[src/rtl/a12f_pkg.sv]
// Package: shared defaults and the sampled-A12 type used by the
// scanline clock filter. Assumes a single clock domain (M2).
package a12f_pkg;

    // Default hold-off length in M2 cycles
    localparam int unsigned HOLD_DEF   = 3;
    // Default line counter width
    localparam int unsigned CNT_W_DEF  = 8;
    // Default number of synchronizer flops on A12
    localparam int unsigned STAGES_DEF = 1;

    // Registered A12 level with the level of the cycle before
    typedef struct packed {
        logic level;   // A12 as sampled this cycle
        logic prev;    // A12 as sampled one cycle earlier
    } a12_sample_t;

endpackage

[src/rtl/a12f_sync.sv]
// Module: a12f_sync
// Registers the raw A12 input through STAGES flops clocked by M2,
// then keeps one extra delayed copy so the consumer can see an edge.
// Assumes a12_in may change at any time; only edge samples matter.
module a12f_sync
    import a12f_pkg::*;
#(
    parameter int unsigned STAGES = STAGES_DEF
) (
    input  logic        clk,
    input  logic        rst_n,
    input  logic        a12_in,
    output a12_sample_t smp_o
);

    logic [STAGES-1:0] pipe;
    logic              last_q;

    // Synchronizer chain: shift the raw input in on each M2 edge
    generate
        if (STAGES == 1) begin : g_single
            always_ff @(posedge clk) begin
                if (!rst_n) pipe <= '0;
                else        pipe <= a12_in;
            end
        end else begin : g_chain
            always_ff @(posedge clk) begin
                if (!rst_n) pipe <= '0;
                else        pipe <= {pipe[STAGES-2:0], a12_in};
            end
        end
    endgenerate

    // Delayed copy of the synchronized level for edge detection
    always_ff @(posedge clk) begin
        if (!rst_n) last_q <= 1'b0;
        else        last_q <= pipe[STAGES-1];
    end

    assign smp_o.level = pipe[STAGES-1];
    assign smp_o.prev  = last_q;

    // the first flop holds exactly what was on the pin at the last edge
    p_sample_edge_r6: assert property (@(posedge clk) disable iff (!rst_n)
        $past(rst_n) |-> (pipe[0] == $past(a12_in)));

    // the delayed copy trails the level by one cycle
    p_prev_follows_r1: assert property (@(posedge clk) disable iff (!rst_n)
        $past(rst_n) |-> (smp_o.prev == $past(smp_o.level)));

endmodule

[src/rtl/a12f_holdoff.sv]
// Module: a12f_holdoff
// Counter-based monostable. A rising sampled A12 yields a one-cycle
// tick only when the hold-off timer is zero. Any high sample, and
// every tick, reloads the timer to HOLD. Otherwise the timer counts
// down once per M2 cycle. Assumes HOLD >= 1.
module a12f_holdoff
    import a12f_pkg::*;
#(
    parameter int unsigned HOLD = HOLD_DEF
) (
    input  logic        clk,
    input  logic        rst_n,
    input  a12_sample_t smp_i,
    output logic        tick_o
);

    localparam int unsigned HW = $clog2(HOLD + 1);
    localparam logic [HW-1:0] HOLD_V = HW'(HOLD);

    logic [HW-1:0] timer_q;
    logic          rise;
    logic          idle;

    // Edge and idle detection on registered values only
    always_comb begin
        rise   = smp_i.level & ~smp_i.prev;
        idle   = (timer_q == '0);
        tick_o = rise & idle;
    end

    // Hold-off timer: reload on tick or high level, else count down
    always_ff @(posedge clk) begin
        if (!rst_n)                      timer_q <= '0;
        else if (tick_o || smp_i.level)  timer_q <= HOLD_V;
        else if (!idle)                  timer_q <= timer_q - HW'(1);
    end

    // after a tick the timer holds the full hold-off value
    p_load_on_tick_r3: assert property (@(posedge clk) disable iff (!rst_n)
        tick_o |=> (timer_q == HOLD_V));

    // a high sample leaves the timer at its full value
    p_reload_high_r5: assert property (@(posedge clk) disable iff (!rst_n)
        smp_i.level |=> (timer_q == HOLD_V));

    // with A12 low and no tick, a non-zero timer drops by one
    p_count_down_r4: assert property (@(posedge clk) disable iff (!rst_n)
        (!smp_i.level && !tick_o && timer_q != '0) |=> (timer_q == $past(timer_q) - HW'(1)));

    // a rise seen while the timer is busy must not tick
    p_busy_blocks_r2: assert property (@(posedge clk) disable iff (!rst_n)
        (timer_q != '0) |-> !tick_o);

endmodule

[src/rtl/a12f_line_counter.sv]
// Module: a12f_line_counter
// Down-counting line counter driven by the filtered tick. On a tick
// it loads the latch when empty or when a reload is pending, else it
// decrements. A tick leaving zero with enable set raises a sticky
// interrupt that only an acknowledge clears. Set wins over clear.
module a12f_line_counter #(
    parameter int unsigned CNT_W = 8
) (
    input  logic             clk,
    input  logic             rst_n,
    input  logic             tick_i,
    input  logic             latch_we,
    input  logic [CNT_W-1:0] latch_din,
    input  logic             reload_req,
    input  logic             irq_enable,
    input  logic             irq_ack,
    output logic [CNT_W-1:0] count_o,
    output logic             irq_o
);

    logic [CNT_W-1:0] latch_q;
    logic [CNT_W-1:0] count_q;
    logic [CNT_W-1:0] count_nx;
    logic             pend_q;
    logic             irq_q;

    // Value the counter takes on the next tick
    always_comb begin
        if (count_q == '0 || pend_q) count_nx = latch_q;
        else                         count_nx = count_q - CNT_W'(1);
    end

    // Reload latch written by the CPU side
    always_ff @(posedge clk) begin
        if (!rst_n)        latch_q <= '0;
        else if (latch_we) latch_q <= latch_din;
    end

    // Pending reload: set by request, consumed by the next tick
    always_ff @(posedge clk) begin
        if (!rst_n)          pend_q <= 1'b0;
        else if (reload_req) pend_q <= 1'b1;
        else if (tick_i)     pend_q <= 1'b0;
    end

    // Line counter: advance only on a filtered tick
    always_ff @(posedge clk) begin
        if (!rst_n)      count_q <= '0;
        else if (tick_i) count_q <= count_nx;
    end

    // Sticky interrupt flag: set on zero with enable, cleared by ack
    always_ff @(posedge clk) begin
        if (!rst_n)                                       irq_q <= 1'b0;
        else if (tick_i && count_nx == '0 && irq_enable)  irq_q <= 1'b1;
        else if (irq_ack)                                 irq_q <= 1'b0;
    end

    assign count_o = count_q;
    assign irq_o   = irq_q;

    // without a tick the count does not move
    p_hold_idle_r8: assert property (@(posedge clk) disable iff (!rst_n)
        !tick_i |=> (count_q == $past(count_q)));

    // a plain tick on a non-zero count with nothing pending decrements
    p_decrement_r8: assert property (@(posedge clk) disable iff (!rst_n)
        (tick_i && count_q != '0 && !pend_q) |=> (count_q == $past(count_q) - CNT_W'(1)));

    // a pending interrupt survives until acknowledged
    p_irq_sticky_r9: assert property (@(posedge clk) disable iff (!rst_n)
        (irq_q && !irq_ack) |=> irq_q);

    // with interrupts disabled a clear flag stays clear
    p_irq_masked_r10: assert property (@(posedge clk) disable iff (!rst_n)
        (!irq_q && !irq_enable) |=> !irq_q);

endmodule

[src/rtl/a12_line_irq.sv]
// Module: a12_line_irq (top)
// Scanline clock filter: synchronizes A12 on M2, qualifies rising
// edges with a hold-off monostable and drives a line counter with a
// sticky interrupt. Assumes clk_m2 is the only clock.
module a12_line_irq
    import a12f_pkg::*;
#(
    parameter int unsigned HOLD   = HOLD_DEF,
    parameter int unsigned CNT_W  = CNT_W_DEF,
    parameter int unsigned STAGES = STAGES_DEF
) (
    input  logic             clk_m2,
    input  logic             rst_n,
    input  logic             a12_in,
    input  logic             latch_we,
    input  logic [CNT_W-1:0] latch_din,
    input  logic             reload_req,
    input  logic             irq_enable,
    input  logic             irq_ack,
    output logic             line_tick_o,
    output logic [CNT_W-1:0] line_count_o,
    output logic             irq_o
);

    a12_sample_t smp;
    logic        tick;

    a12f_sync #(.STAGES(STAGES)) sync_i (
        .clk    (clk_m2),
        .rst_n  (rst_n),
        .a12_in (a12_in),
        .smp_o  (smp)
    );

    a12f_holdoff #(.HOLD(HOLD)) hold_i (
        .clk    (clk_m2),
        .rst_n  (rst_n),
        .smp_i  (smp),
        .tick_o (tick)
    );

    a12f_line_counter #(.CNT_W(CNT_W)) cnt_i (
        .clk        (clk_m2),
        .rst_n      (rst_n),
        .tick_i     (tick),
        .latch_we   (latch_we),
        .latch_din  (latch_din),
        .reload_req (reload_req),
        .irq_enable (irq_enable),
        .irq_ack    (irq_ack),
        .count_o    (line_count_o),
        .irq_o      (irq_o)
    );

    assign line_tick_o = tick;

    // the filtered clock is never wider than one cycle
    p_single_tick_r1: assert property (@(posedge clk_m2) disable iff (!rst_n)
        line_tick_o |=> !line_tick_o);

endmodule

[config.mk]
export PLATFORM = sky130hd
export DESIGN_NAME = a12_line_irq
export DESIGN_NICKNAME = d
export VERILOG_FILES = /design/src/rtl/a12f_pkg.sv /design/src/rtl/a12f_sync.sv /design/src/rtl/a12f_holdoff.sv /design/src/rtl/a12f_line_counter.sv /design/src/rtl/a12_line_irq.sv
export SDC_FILE = /design/constraint.sdc
export NUM_CORES = 1
export LEC_CHECK = 0
export CORE_MARGIN = 2
export CORE_UTILIZATION = 50
export DETAILED_ROUTE_END_ITERATION = 10
export PLACE_DENSITY = 0.79
export SLEW_MARGIN = 5
export SYNTH_ARGS = -nofsm -noshare
export SYNTH_HDL_FRONTEND = slang
export SYNTH_HIERARCHICAL = 1
export SYNTH_SLANG_ARGS = --single-unit
[constraint.sdc]
create_clock -name clk_m2 -period 5.6 [get_ports clk_m2]
set_clock_uncertainty 0.2 [all_clocks]
set_input_delay 0.84 -clock clk_m2 [delete_from_list [all_inputs] [get_ports clk_m2]]
set_output_delay 0.84 -clock clk_m2 [all_outputs]
set_load 0.05 [all_outputs]
# Word level (Yosys, flattened, before mapping)
# Index checks and enable logic that the tools add are counted.
dict set report op_classes {
  addsub 2
  n_mul 0
  div_mod_pow 0
  magnitude_cmp 0
  eq_ne 1
  shifts 0
  n_mux 7
  bitwise_logic 3
  reduce_logical 9
}
# op count
set op_table {}
lappend op_table {{$logic_not A8 Y1} 2}
lappend op_table {{$mux W8} 1}
lappend op_table {{$sub A8 B1 Y8 const B} 1}
lappend op_table {{$mux W1} 4}
lappend op_table {{$mux W2} 2}
lappend op_table {{$reduce_bool A2 Y1} 2}
lappend op_table {{$and A1 B1 Y1} 2}
lappend op_table {{$logic_and A1 B1 Y1} 2}
lappend op_table {{$logic_not A2 Y1} 1}
lappend op_table {{$logic_or A1 B1 Y1} 2}
lappend op_table {{$ne A2 B2 Y1 const B} 1}
lappend op_table {{$sub A2 B1 Y2 const B} 1}
lappend op_table {{$not A1 Y1} 1}
dict set report word_totals {
  register_bits 22
  latchBits 0
  mem_bits_rw 0
  romBits 0
  inputBits 15
  out_inout_bits 10
  word_cells 29
  memories 0
}

# Depth between registers and ports, before layout
dict set report depth {
  ltp_word 7
  depth_mapped 8
  ltp_nobuf 7
}

# By module
# The synthesis kept the hierarchy.
# mod instances cells_per_inst area_per_inst_um2 seq_area_each_um2
set by_module_without_submodules {}
lappend by_module_without_submodules {a12f_line_counter 1 115 1016.0 360.3}
lappend by_module_without_submodules {a12f_holdoff 1 10 103.8 40.0}
lappend by_module_without_submodules {a12f_sync 1 6 67.6 40.0}

# Worst setup path after synthesis
# Ideal clock, no wire load.
dict set report synth_timing {
  path_type {reg2reg}
  start {reg cnt_i.count_q[0], in the netlist cnt_i/count_o[0]}
  end {reg cnt_i.irq_q, in the netlist cnt_i/irq_o}
  setup_time_ps 84
  arrival_time_ps 2100
  required_time_ps 5316
  slack_ps 3215
  stages_incl_launch_ff 9
  path_buffers 1
  period_less_slack_ps 2385
  cell_sequence {dfxtp_1 inv_1 ha_1 nor3b_1 a21oi_2 buf_6 mux2i_4 o2111ai_1 o31ai_2}
}
dict set report synth_via {
  elab_chain_cells 7
  word_cells_on_any_way 9
  classes_between {1 x add/sub; 2 x mux; 6 x reduce/logical}
}
# element line_no
set synth_lines {}
lappend synth_lines {{from (decl)} a12f_line_counter.sv:22} ;# logic [CNT_W-1:0] count_q;
lappend synth_lines {{from (signal assigned)} a12f_line_counter.sv:49} ;# else if (tick_i) count_q <= count_nx;
lappend synth_lines {{branches (longest 2 deep; another with $sub A8 B1 Y8)} --}
lappend synth_lines {{$mux W8 *} a12f_line_counter.sv:29} ;# if (count_q == '0 || pend_q) count_nx = latch_q;
lappend synth_lines {{$logic_not A8 Y1 *} a12f_line_counter.sv:55} ;# else if (tick_i && count_nx == '0 && irq_enable) irq_q <= 1'b1;
lappend synth_lines {{$logic_and A1 B1 Y1 * (2 in a row)} a12f_line_counter.sv:55}
lappend synth_lines {{$mux W1 / $reduce_bool A2 Y1 (equally long branches)} --}
lappend synth_lines {{to (signal assigned)} a12f_line_counter.sv:54} ;# if (!rst_n) irq_q <= 1'b0;
lappend synth_lines {{to (signal assigned)} a12f_line_counter.sv:55}
lappend synth_lines {{to (signal assigned)} a12f_line_counter.sv:56} ;# else if (irq_ack) irq_q <= 1'b0;
lappend synth_lines {{to (decl)} a12f_line_counter.sv:25} ;# logic irq_q;
# Mark *: on every way between the ends.
# A chain may end at the register's enable or synchronous reset.

# Worst setup path after layout
dict set report layout_timing {
  start {reg hold_i.timer_q[0]}
  end {out line_tick_o}
}
dict set report layout_via {
  elab_chain_cells 2
}
# element line_no
set layout_lines {}
lappend layout_lines {{from (decl)} a12f_holdoff.sv:20} ;# logic [HW-1:0] timer_q;
lappend layout_lines {{from (signal assigned)} a12f_holdoff.sv:35} ;# else if (!idle) timer_q <= timer_q - HW'(1);
lappend layout_lines {{$logic_not A2 Y1} a12f_holdoff.sv:27} ;# idle = (timer_q == '0);
lappend layout_lines {{$and A1 B1 Y1} a12f_holdoff.sv:28} ;# tick_o = rise & idle;
lappend layout_lines {{to (decl)} a12_line_irq.sv:20} ;# output logic line_tick_o,
# Every way passes these cells.

==> results_dict.tcl <==
set metrics [dict create \
    final_critical_path_setup_slack_ps 2440 \
    critPathMaxStageDelay_ps 840 \
    grt_max_degree 24 \
    synthMostInstantiatedCell "dfxtp_1" \
    die-width_um 52.7 \
    drt.antenna.violating_nets 0 \
    timing.hold.worst.class "flip-flop to flip-flop" \
    synth-edff-count 0 \
    via_count 1022 \
    run_status "complete, no violations" \
    cts.repair_timing.setup_buffer_count 0 \
    antenna_violations_before_repair 0 \
    synth_sequential_area_ratio_pct 37.1 \
    layout.nets 171 \
    overflow_left_after_global_routing 0 \
    tritoncts_num_sinks 22 \
    ys.warnings.count 6 \
    ir_worst_vdd_mv 0.277 \
    worst_skew_pair.late_latency_ps 300 \
    fin_crit_ps 3160 \
    drt-wirelength-per-cell_um 14.2 \
    async_reset_ff_share_pct 0 \
    drt_first_pass_iters 4 \
    area_delta_synth_final_pct 23.8 \
    synth.ff_latch_count 22 \
    grt_pass1_vias 953 \
    holdCritStartpoint "sync_i/pipe" \
    syn_inst 131 \
    powerDensity_mw_per_mm2 342 \
    yosys.area.top_type "dfxtp_1" \
    max_fo_critical_path 11 \
    htree_num_levels 1 \
    fin_util_pct 65.8 \
    maxCapViolations 0 \
    synth.net_count 149 \
    timing.critical_path.cells "inv_1 -> ha_1 -> and3b_2 -> clkdlybuf4s50_1" \
    floorplan.core_area_mm2 0.00223 \
    post_synth.cell_area_avg_um2 9.06 \
    setup-violations-final 0 \
    netlist_area_mm2 0.00119 \
    cts_made_buffers 3 \
    instances_no_fill 180 \
    detailedPlacementHpwl_mm 1.84 \
    ys_dominant_reg_cell "dfxtp_1" \
    drt_first_iter_violations 17 \
    die_area_mm2 0.00278 \
    crit_start "hold_i/timer_q[0]" \
    worst_ep_required_time_ps 4560 \
    place_area_mm2 0.00142 \
    setup.worst_path.end_class "primary output" \
    min_period_over_period_pct 56.3 \
    post_route_cells_drive_above_1_share_pct 6.58 \
    wire_length_of_the_first_global_routing_pass_mm 4.29 \
    clock_path_buffers 2 \
    crit_arrival_ps 2120 \
    timing.hold.ws_ps 327 \
    critical_path_class "flip-flop to primary output" \
    timing_worst_slew_pin_value_ps 657 \
    timing.slew.headroom_pct 56.0 \
    internal_power_mw 0.329 \
    finalSetupTns_ps 0 \
    power.total_mw 0.503 \
    detail_route.wirelength_mm 2.55 \
    post-route-cell-area_mm2 0.00147 \
    fmax_ghz 0.317 \
    global_route.usage.total_pct 21.2 \
    rsz0062_at_grt "no" \
    drc_errors 0 \
    cp-start-kind "flip-flop" \
    gpl.final_weighted_congestion 0.845 \
    io_buffer_count 24 \
    tritoncts "built" \
    synthTopCellsByArea "dfxtp_1, mux2i_1, nor2b_1" \
    timing_hold_violations_final 0 \
    antenna_cells 0 \
    cts_hold_buf 0 \
    seqCellArea_um2 440 \
    io_pins 25 \
    cpMaxStageDelayCell "clkdlybuf4s50_1" \
    area_of_the_multi_input_gates_um2 676 \
    leakage_nw 0.560 \
    final_max_slew_viol_count 0 \
    yosysUniqueCellTypes 38 \
    clock_pin_slew_reported_for_the_worst_setup_and_hold_paths_after_clock_tree_synthesis_ps 120 \
    synth_common_cells "dfxtp_1, nor2b_1, mux2i_1, nand2_1, o21ai_0" \
    clockPowerShare_pct 24.1 \
    net-switching-power_mw 0.174 \
    synth.top_cell.area_share_pct 37.1 \
    dieHeight_um 52.7 \
    placement_rows 17 \
    netSwitchingFraction_pct 34.5 \
    cts-resized-gates 0 \
    dpl_worst_slack_ps 2810 \
    numPlacedInstances 176 \
    post_drt_via_cell_ratio 5.68 \
    crit-reg2reg-launch "cnt_i/count_o[0]" \
    proportion_of_power_drawn_by_flip_flops_and_latches_pct 37.5 \
    start_util_pct 53.2 \
    power.share.combinational_pct 38.4 \
    fill_cells 175 \
    cts_root_buffer "clkbuf_4" \
]
[logic make-up after synthesis]
group,synth area share (%)
buffers and inverters,6.01
AND/OR/NAND/NOR,25.2
multiplexers,9.48
flip-flops,37.1
AO/OA/AOI/OAI,16.9
XOR/XNOR,2.21
adder cells (fa/ha/maj),3.16
[final cells by class]
type                    count  share of cell area [%]
flip-flops and latches     22                    30.0
well taps                  28                    2.38
multi-input cells          95                    46.0
clock inverters             1                    2.04
inverters                   7                    1.79
clock buffers               3                    1.53
repair buffers             24                    16.3
[routing by layer]
layer  part of all wire (%)  track usage, %  vias up
li1                       -               -      503
met1                     43            26.8      473
met2                     50            34.4       40
met3                    5.4            4.29        6
met4                    1.6            9.83        0
met5                      0               0        -
[flip-flops by register name, indices dropped and copies added (netlist names)]
signal,flops
cnt_i/count_o,8
cnt_i/irq_o,1
cnt_i/latch_q,8
cnt_i/pend_q,1
hold_i/timer_q,2
sync_i/last_q,1
sync_i/pipe,1
[critical path, delay by kind of cell (launching register included)]
family	cells	cell delay, ps
buf+inv	2	900
flops	1	340
fa+ha+maj	1	220
simple gates	1	340
[worst paths after layout]
path                            depth (start not counted)  slack, ps           endpoint
worst min register to register                          1        330  hold_i/timer_q[0]
worst min-delay path                                    1        330  hold_i/timer_q[0]
worst max-delay path                                    4       2440        line_tick_o
worst max register to register                          7       3120        cnt_i/irq_o
[power groups by stage]
stage                     clock network (mW)  registers [mW]  logic [mW]
final                                  0.121           0.189       0.193
after floorplan                            0           0.207       0.135
after global placement                     0           0.191       0.184
after CTS                              0.124           0.189       0.193
after detailed placement                   0           0.192       0.190
after global routing                   0.129           0.191       0.212
[cell usage in the layout, fill, tap and decap left out, types with 2 or more instances in the layout]
cell type and count:
clkdlybuf4s50_1 24, nor3b_1 2, nand3_1 2, o211ai_1 2, a211oi_1 2, o21ai_0 7
nor2b_1 12, clkbuf_4 3, o21a_1 4, xnor2_1 3, a21boi_0 2, dfxtp_1 22
o2111ai_1 2, mux2i_1 9, ha_1 3, nand2_1 9, inv_1 6, or3_1 5
and2_1 3, a21oi_1 6, nand3b_1 2, nor2_1 4, nor3_1 3
Power figures use the tool's default switching activity.
